`config.mk`:
```
export PLATFORM = sky130hd
export DESIGN_NAME = peak_stab
export DESIGN_NICKNAME = d
export VERILOG_FILES = /design/src/rtl/stab_pkg.sv /design/src/rtl/stab_window.sv /design/src/rtl/stab_ratio_cmp.sv /design/src/rtl/peak_stab.sv
export SDC_FILE = /design/constraint.sdc
export NUM_CORES = 1
export LEC_CHECK = 0
export BUFFER_PORTS_ARGS = -buffer_cell sky130_fd_sc_hd__buf_2
export CORE_MARGIN = 1.5
export CORE_UTILIZATION = 30
export DETAILED_ROUTE_END_ITERATION = 8
export PLACE_DENSITY_LB_ADDON = 0.15
export SYNTH_ARGS = -nofsm -noshare
export SYNTH_HDL_FRONTEND = slang
export SYNTH_SLANG_ARGS = --single-unit
```
`constraint.sdc`:
```
create_clock -name clk -period 18.1 [get_ports clk]
set_input_delay 1.81 -clock clk [delete_from_list [all_inputs] [get_ports clk]]
set_output_delay 1.81 -clock clk [all_outputs]
set_load 0.02 [all_outputs]
```
`src/rtl/stab_pkg.sv`:
```
package stab_pkg;

    typedef enum logic [1:0] {
        ST_OFF  = 2'd0,
        ST_ACC  = 2'd1,
        ST_ADJ  = 2'd2,
        ST_HOLD = 2'd3
    } st_e;

    typedef enum logic [1:0] {
        DIR_NONE = 2'd0,
        DIR_UP   = 2'd1,
        DIR_DOWN = 2'd2
    } dir_e;

endpackage

```
`src/rtl/stab_window.sv`:
```
module stab_window #(
    parameter int CH_W = 13
) (
    input  logic [CH_W-1:0] chan,
    input  logic [CH_W-1:0] centroid,
    input  logic [CH_W-1:0] width,
    input  logic [CH_W-1:0] gap,
    output logic            hit_lo,
    output logic            hit_up
);
    localparam int SW = CH_W + 3;

    logic signed [SW-1:0] ch_s, lo_end, lo_beg, up_beg, up_end;

    // Window edges in a signed, widened domain so none of them wraps.
    always_comb begin
        ch_s   = $signed({3'b000, chan});
        lo_end = $signed({3'b000, centroid}) - $signed({4'b0000, gap[CH_W-1:1]});
        lo_beg = lo_end - $signed({3'b000, width});
        up_beg = lo_end + $signed({3'b000, gap});
        up_end = up_beg + $signed({3'b000, width});
        hit_lo = (ch_s >= lo_beg) && (ch_s < lo_end);
        hit_up = (ch_s >= up_beg) && (ch_s < up_end);
    end

endmodule

```
`src/rtl/stab_ratio_cmp.sv`:
```
module stab_ratio_cmp
    import stab_pkg::*;
#(
    parameter int CNT_W = 16,
    parameter int RAT_W = 12,
    parameter int FRAC  = 8
) (
    input  logic [CNT_W-1:0] lo_cnt,
    input  logic [CNT_W-1:0] up_cnt,
    input  logic [RAT_W-1:0] ratio,
    output dir_e             dir
);
    localparam int PW = CNT_W + RAT_W + FRAC;

    logic [PW-1:0] lhs, rhs;

    // Cross-multiplied ratio test: high * 2^FRAC against low * ratio.
    always_comb begin
        lhs = PW'(up_cnt) << FRAC;
        rhs = PW'(lo_cnt) * PW'(ratio);
        if (lhs > rhs)      dir = DIR_DOWN;
        else if (lhs < rhs) dir = DIR_UP;
        else                dir = DIR_NONE;
    end

endmodule

```
`src/rtl/peak_stab.sv`:
```
module peak_stab
    import stab_pkg::*;
#(
    parameter int CH_W  = 13,
    parameter int CNT_W = 16,
    parameter int RAT_W = 12,
    parameter int FRAC  = 8,
    parameter int COR_W = 12
) (
    input  logic                    clk,
    input  logic                    rst_n,
    input  logic                    evt_valid,
    input  logic [CH_W-1:0]         evt_chan,
    input  logic                    clr_cnt,
    input  logic [1:0]              mode,
    input  logic [CH_W-1:0]         centroid,
    input  logic [CH_W-1:0]         win_width,
    input  logic [CH_W-1:0]         win_gap,
    input  logic [RAT_W-1:0]        ratio,
    input  logic [CNT_W-1:0]        rate_div,
    input  logic [COR_W-2:0]        corr_limit,
    output logic signed [COR_W-1:0] corr_out
);
    localparam int EW = COR_W + 1;

    st_e                     state, nxt;
    logic [CNT_W-1:0]        lo_cnt, up_cnt, thr;
    logic signed [COR_W-1:0] corr_q;
    logic                    hit_lo, hit_up, reached;
    logic                    m_off, m_run, m_hold;
    dir_e                    dir;
    logic signed [EW-1:0]    sum_s, step_s, lim_s, nlim_s, clamp_s;

    stab_window #(.CH_W(CH_W)) u_win (
        .chan     (evt_chan),
        .centroid (centroid),
        .width    (win_width),
        .gap      (win_gap),
        .hit_lo   (hit_lo),
        .hit_up   (hit_up)
    );

    stab_ratio_cmp #(.CNT_W(CNT_W), .RAT_W(RAT_W), .FRAC(FRAC)) u_cmp (
        .lo_cnt (lo_cnt),
        .up_cnt (up_cnt),
        .ratio  (ratio),
        .dir    (dir)
    );

    assign m_off   = (mode == 2'd0);
    assign m_run   = (mode == 2'd1);
    assign m_hold  = mode[1];
    assign thr     = (rate_div == '0) ? CNT_W'(1) : rate_div;
    assign reached = (lo_cnt >= thr) || (up_cnt >= thr);

    // Next-state logic
    always_comb begin
        nxt = state;
        if (m_off) begin
            nxt = ST_OFF;
        end else begin
            unique case (state)
                ST_OFF:  nxt = m_run ? ST_ACC : ST_HOLD;
                ST_ACC:  nxt = m_hold ? ST_HOLD : ((reached && !clr_cnt) ? ST_ADJ : ST_ACC);
                ST_ADJ:  nxt = m_hold ? ST_HOLD : ST_ACC;
                ST_HOLD: nxt = m_run ? ST_ACC : ST_HOLD;
                default: nxt = ST_OFF;
            endcase
        end
    end

    // State register
    always_ff @(posedge clk or negedge rst_n) begin
        if (!rst_n) state <= ST_OFF;
        else        state <= nxt;
    end

    // One step toward balance, clamped to the limit
    always_comb begin
        unique case (dir)
            DIR_UP:   step_s = EW'(1);
            DIR_DOWN: step_s = -EW'(1);
            default:  step_s = '0;
        endcase
        sum_s  = $signed({corr_q[COR_W-1], corr_q}) + step_s;
        lim_s  = $signed({2'b00, corr_limit});
        nlim_s = -lim_s;
        if (sum_s > lim_s)       clamp_s = lim_s;
        else if (sum_s < nlim_s) clamp_s = nlim_s;
        else                     clamp_s = sum_s;
    end

    // Output process: correction word and window counters
    always_ff @(posedge clk or negedge rst_n) begin
        if (!rst_n) begin
            corr_q <= '0;
            lo_cnt <= '0;
            up_cnt <= '0;
        end else if (m_off) begin
            corr_q <= '0;
            lo_cnt <= '0;
            up_cnt <= '0;
        end else if (state == ST_ADJ) begin
            corr_q <= clamp_s[COR_W-1:0];
            lo_cnt <= '0;
            up_cnt <= '0;
        end else if (clr_cnt) begin
            lo_cnt <= '0;
            up_cnt <= '0;
        end else if (state == ST_ACC && evt_valid) begin
            if (hit_lo && lo_cnt != '1) lo_cnt <= lo_cnt + 1'b1;
            if (hit_up && up_cnt != '1) up_cnt <= up_cnt + 1'b1;
        end
    end

    assign corr_out = corr_q;

    // ---------------- assertions ----------------
    a_r2_disjoint: assert property (@(posedge clk) disable iff (!rst_n)
        !(hit_lo && hit_up));

    a_r4_counts_cleared: assert property (@(posedge clk) disable iff (!rst_n)
        (state == ST_ADJ) |=> (lo_cnt == '0 && up_cnt == '0));

    a_r4_quiet_between_steps: assert property (@(posedge clk) disable iff (!rst_n)
        (state == ST_ACC && !m_off) |=> $stable(corr_q));

    a_r6_within_limit: assert property (@(posedge clk) disable iff (!rst_n)
        (state == ST_ADJ) |=>
            ($signed({corr_q[COR_W-1], corr_q}) <= $signed({2'b00, $past(corr_limit)}) &&
             $signed({corr_q[COR_W-1], corr_q}) >= -$signed({2'b00, $past(corr_limit)})));

    a_r7_off_zero: assert property (@(posedge clk) disable iff (!rst_n)
        (state == ST_OFF) |-> (corr_q == '0));

    a_r8_hold_frozen: assert property (@(posedge clk) disable iff (!rst_n)
        (state == ST_HOLD && $past(state) == ST_HOLD) |-> $stable(corr_q));

endmodule

```
==> flow_summary.ini, run 1 <==
[routing]
drc = 7
drtIter0Drc = 721
firstDrtPassIters = 7
wl_per_cell_um = 16.6
via_per_inst = 4.98
vias = 12200
antenna_left = 0
wirelength_um = 40700

[place]
postPlaceCellArea_sq_mm = 0.0155
gp_congestion = 0.843
portBuffers = 108
place_hpwl_um = 33900
post-place-ws_ps = 4750
place_inst = 2433

[critical_path]
cp_slowest_cell = nor2_1
cp_slowest_stage_delay_ps = 860
cp-start-kind = input pin
end_kind = register
critical_path_peak_fanout = 25
cp_data_required_time_ps = 18290
arrival_ps = 13300
critPathKind = input pin to register
reg2reg_depth = 43

[global_route]
grt.total_usage = 0.168
grt_overflow = 0
grt_pass1_vias = 12200
grt_pass1_wl_um = 65900
grt_max_degree = 47
antenna_found_initial = 1

[clock_network]
insertion_delay_ps = 300
post_cts_resized = 0
clock-sinks = 46
cts_setup_buffers = 0
clkTransAtPathRegs_ps = 70
cts_htree_levels = 2
cts_root_buf = clkbuf_16
cts.path.max_buffers = 2
cts_buffers = 5
cts_tree = done
hold_buffers = 0

[floorplanning]
rows = 79
die_h_um = 221
io_pins = 109
dieArea_sq_mm = 0.0488
start_util = 0.305
die_x_um = 221
core_sq_mm = 0.0468

[synth]
ys_ff_latch = 46
yosysSeqAreaShare = 0.0807
synth-main-ff-cell = dfrtp_1
synth_area_sq_mm = 0.0143
yosys_warnings = 0
synth_fp_nets = 2250
yosysUniqueCellTypes = 76
ys_async_sr_fraction = 1.00
postSynthAreaPerCell_sq_um = 8.13
synth_edf_count = 0
synthCells = 1753

[pwr]
combinationalPowerShare = 0.770
powerDensity_mw_per_mm2 = 65.4
vdd_drop_max_mv = 0.0678
p_int_mw = 0.496
clockPowerShare = 0.108
total_power_mw = 1.02
leakage_nw = 8.14
seq_power_share = 0.122
p_sw_frac = 0.515
net-switching-power_mw = 0.527

[layout]
fillers = 4987
final_area_sq_mm = 0.0156
layout.nets = 2330
synthToLayoutAreaGrowth_pct = 9.65
utilization = 0.334
fin_cells = 2442
drive_above_1_share = 0.0796

[sta]
grt_setup_unrepaired = no
setup_viol_count_final = 0
maxSlewViolCount = 0
worst_pin_slew_ps = 1120
tns_ps = 0
relSlewSlack = 0.253
period_share = 0.724
layout_setup_ws_ps = 4990
skew_ps = 7.73
hold_ws_ps = 546
max_freq_mhz = 76.3
period_minus_slack_ps = 13110
hold_viol = 0

[status]
violations = design-rule violations
outcome = complete, but fails checks

[flow_run]
cap_violations = 0

[worst_hold_path]
min_path_cells = 2
hold_class = register to register
## power by group through the flow
stage               Sequential, mW  Combinational [mW]  Clock (mW)
detailed placement           0.127               0.780           0
global route                 0.126               0.903       0.117
global placement             0.127               0.773           0
floorplan                    0.131               0.591           0
CTS                          0.125               0.787       0.114
finish                       0.125               0.787       0.110
## worst paths after layout
| check | from | end | slack, ps |
|---|---|---|---|
| setup / recovery | ratio[8] | corr_out[8] | 4990 |
| min in group asynchronous | rst_n | corr_out[11] | 1620 |
| max in group asynchronous | rst_n | corr_out[0] | 16040 |
| hold / removal | corr_out[11] | corr_out[11] | 550 |
| setup reg to reg | lo_cnt[3] | corr_out[8] | 5780 |
| hold reg to reg | corr_out[11] | corr_out[11] | 550 |
## flip-flops by register name (all words and copies together), names as in the netlist
signal / count
lo_cnt: 16
state: 2
up_cnt: 16
corr_out: 12
## metal layers
| metal | wire (um) | global-route usage | part of all wire | up-vias |
|---|---|---|---|---|
| met5 | 0 | 0 | 0 | - |
| met4 | 397 | 0.0198 | 0.0098 | 0 |
| met3 | 1150 | 0.0127 | 0.028 | 26 |
| met2 | 18800 | 0.280 | 0.46 | 201 |
| met1 | 20300 | 0.243 | 0.50 | 5896 |
| li1 | - | - | - | 6049 |
## layout make-up
| type | instances | area [sq um] | share of cell area |
|---|---|---|---|
| clock inverter | 3 | 40.0 | 0.00256 |
| multi-input combinational | 1367 | 11800 | 0.756 |
| antenna | 1 | 2.50 | 0.000160 |
| inverter | 291 | 1090 | 0.0699 |
| clock buffer | 5 | 125 | 0.00800 |
| tap | 607 | 759 | 0.0486 |
| timing repair buffer | 122 | 646 | 0.0413 |
| sequential | 46 | 1150 | 0.0736 |
## kinds of logic after synthesis
logic type                 synth area share
xor gates and xnor gates             0.0602
and+or+nand+nor                       0.178
buffers and inverters                0.0904
muxes                               0.00360
DFF                                  0.0807
AOI/OAI and AO/OA                     0.160
adders and majority gates             0.427
## cell usage after synthesis, drive strengths merged (3+ instances only)
cell       n  area share
inv      291       0.077
ha       255        0.22
nand2    193       0.051
fa       145        0.20
a21oi    102       0.037
nor2      78       0.021
o21ai     76       0.027
and2      60       0.027
xnor2     59       0.036
dfrtp     46       0.081
clkbuf    43       0.011
xor2      39       0.024
a21o      35       0.018
nand3     31       0.011
nand2b    27       0.012
nor3      27      0.0095
nor2b     26       0.012
o21a      18      0.0095
nor4      17      0.0090
o211ai    16      0.0084
or3       15      0.0066
a211oi    14      0.0074
nand4     14      0.0061
o21bai    13      0.0068
a31oi     10      0.0044
o31ai     10      0.0053
a2111oi    6      0.0037
and3       6      0.0026
buf        6      0.0025
a41oi      5      0.0031
and4       5      0.0031
or4        5      0.0026
a22o       4      0.0025
a41o       4      0.0028
mux2i      4      0.0028
o311ai     4      0.0025
or2        4      0.0018
a221o      3      0.0021
o2111ai    3      0.0023
o31a       3      0.0018
o41ai      3      0.0018
## critical path: cells and delay by family
kind                     cells  cell delay (ps)
adder cells (fa/ha/maj)      9             3990
AO/OA/AOI/OAI               18             3870
AND/OR/NAND/NOR             12             2860
buffers and inverters        4              430
XOR/XNOR                     2              330
## layout by cell type, fill, tap and decap left out, drive strengths merged, types with 6 or more instances in the layout
master,synthesis,final
a211oi,14,14
o21ai,76,76
o21a,18,18
nor2b,26,26
dfrtp,46,46
xor2,39,39
nand4,14,14
o21bai,13,13
and2,60,60
a21oi,102,102
fa,145,145
nor2,78,78
or3,15,15
nand3,31,31
xnor2,59,59
nand2b,27,27
nor4,17,17
o211ai,16,16
a31oi,10,10
ha,255,255
and3,6,6
a21o,35,35
buf,6,122
nor3,27,27
inv,291,291
nand2,193,193
o31ai,10,10
a2111oi,6,6
Power figures use the tool's default switching activity.
==> run 2: changes to the inputs <==
Settings changed: ABC_AREA set to 1.
Clock period 18.1 ns to 12.2 ns, I/O delays scaled along.
==> run 2 against run 1 <==
Compared with the run above:
- the run now ends clean
- register-to-register slack got worse by 4100 ps
- via count increased by 15%
- sequential power up 62%
- first-iteration DRC count up 7.8%
- critical endpoint is now corr_out[9]
- highest routed layer unchanged
==> flow_summary.ini, run 2 <==
[critical_path]
cp_data_required_time_ps = 12440
end_kind = register
r2r_end = corr_out[9]
path_buf_inv = 6
reg2reg_depth = 47
cp-start-kind = input pin
critPathTopFamily = adder cells
arrival_ps = 11020
crit_top_cell = nand2_1
r2r-start = lo_cnt[5]
crit_cells = 47
cp_slowest_stage_delay_ps = 630
rrSetupSlack_ps = 1670
critPathKind = input pin to register
cp_slowest_cell = nor4_1
critical_path_peak_fanout = 16

[flow_run]
cap_violations = 0

[clock_network]
post_cts_resized = 0
cts_buffers = 5
insertion_delay_ps = 300
hold_buffers = 0
cts_root_buf = clkbuf_16
clock-sinks = 46
cts_setup_buffers = 0
cts_tree = done
cts_htree_levels = 2
cts.path.max_buffers = 2
clkTransAtPathRegs_ps = 70

[place]
gp_congestion = 0.881
place_hpwl_um = 38100
place_inst = 2995
post-place-ws_ps = 1150
portBuffers = 108

[synth]
synth.area.top_cells = ha_1 20%, fa_1 19%, nand2_1 14%
postSynthAreaPerCell_sq_um = 6.91
synth_most_common_cell = nand2_1
synthCells = 2264
yosysTopAreaCell = ha_1
synthAdderAreaFrac = 0.390
ys_ff_latch = 46
synth_top_family_by_area = adder cells
yosys_warnings = 0
yosys.area_share.simple = 0.249
synth_common_cells = 565 x nand2_1, 486 x inv_1, 255 x ha_1
synth_mux_area_frac = 0
netlist.area_leader.share = 0.204
synth_xor_area_frac = 0.0582
synth_fp_nets = 2761
synth-main-ff-cell = dfrtp_1
synth_area_sq_mm = 0.0156
yosysSeqAreaShare = 0.0736
synth-compound-area-share = 0.0894
ys_async_sr_fraction = 1.00
yosysUniqueCellTypes = 56
synth_edf_count = 0

[global_route]
grt_overflow = 0
grt.total_usage = 0.173
use_met2 = 0.277
grt_pass1_wl_um = 74000
grt_pass1_vias = 13700
grt_max_degree = 49
gr-usage-met3 = 0.0106
grt_busiest_layer = met2
antenna_found_initial = 1
grt_use_met1 = 0.260

[sta]
max_freq_mhz = 92.7
hold_viol = 0
tns_ps = 0
setup_viol_count_final = 0
period_share = 0.884
layout_setup_ws_ps = 1410
relSlewSlack = 0.386
skew_ps = 11.1
maxSlewViolCount = 0
hold_ws_ps = 533
grt_setup_unrepaired = no
period_minus_slack_ps = 10790
worst_pin_slew_ps = 918

[floorplanning]
core_sq_mm = 0.0514
io_pins = 109
start_util = 0.304
die_h_um = 231
dieArea_sq_mm = 0.0535
rows = 83
die_x_um = 231

[pwr]
vdd_drop_max_mv = 0.129
total_power_mw = 1.82
leakage_nw = 9.87
powerDensity_mw_per_mm2 = 107

[routing]
wl_per_cell_um = 15.1
firstDrtPassIters = 5
drc = 0
via_per_inst = 4.67
vias = 14000
antenna_left = 0
wirelength_um = 45300
drtIter0Drc = 777

[layout]
antennaDiodeCount = 0
layout.nets = 2819
final_common_cell = nand2_1
fillers = 5635
synthToLayoutAreaGrowth_pct = 8.54
layout_common_cells = 565 x nand2_1, 486 x inv_1, 255 x ha_1
fin_cells = 3003
drive_above_1_share = 0.0783

[worst_hold_path]
worstHoldEndpoint = corr_out[11]
hold_class = register to register
hold_start = corr_out[11]
min_path_cells = 2

[status]
outcome = finished clean
-- run 2: final cells by class --
class,instances,area [sq um],share of cell area
clock inverter,2,37.5,0.00221
multi-input combinational,1651,12300,0.724
clock buffer,6,129,0.00759
tap,680,851,0.0501
inverter,495,1860,0.109
sequential,46,1150,0.0678
timing repair buffer,123,653,0.0385
-- run 2: tightest hold or removal path: cells and delay by family, from the launching register on --
family | cells | cell delay, ps
DFF | 1 | 380
and+or+nand+nor | 2 | 110
-- run 2: worst max-delay path by stage --
stage / from / end / slack [ps]
finish: ratio[10] / corr_out[9] / 1410
global route: ratio[8] / corr_out[10] / 470
CTS: ratio[11] / corr_out[9] / 1460
detailed placement: ratio[11] / corr_out[9] / 1150
global placement: ratio[11] / corr_out[4] / 1360
floorplan: ratio[8] / corr_out[11] / 2100
-- run 2: where the power goes --
part	internal, mW	leakage, nW	switching (mW)
sequential	0.173	0.631	0.0298
combinational	0.533	9.16	0.920
clock	0.0969	0.0771	0.0634
total	0.803	9.87	1.01
-- run 2: through the flow --
| step | instance area [sq um] | utilization |
|---|---|---|
| 2_1_floorplan | 15600 | - |
| 3_3_place_gp | 16800 | 0.327 |
| 3_5_place_dp | 16800 | 0.327 |
| 4_1_cts | 17000 | 0.330 |
| 5_1_grt | 17000 | 0.330 |
| 6_report | 17000 | 0.330 |
-- run 2: logic make-up after synthesis --
group           count (synthesis)
xor+xnor                      104
fa+ha+maj                     400
buf+inv                       567
compound gates                247
simple gates                  900
flops                          46
-- run 2: metal layers --
layer / vias up / share of wire / wire length, um
li1: 7199 / - / -
met1: 6547 / 0.51 / 23100
met2: 250 / 0.44 / 20000
met3: 16 / 0.038 / 1740
met4: 0 / 0.0080 / 364
met5: - / 0 / 0
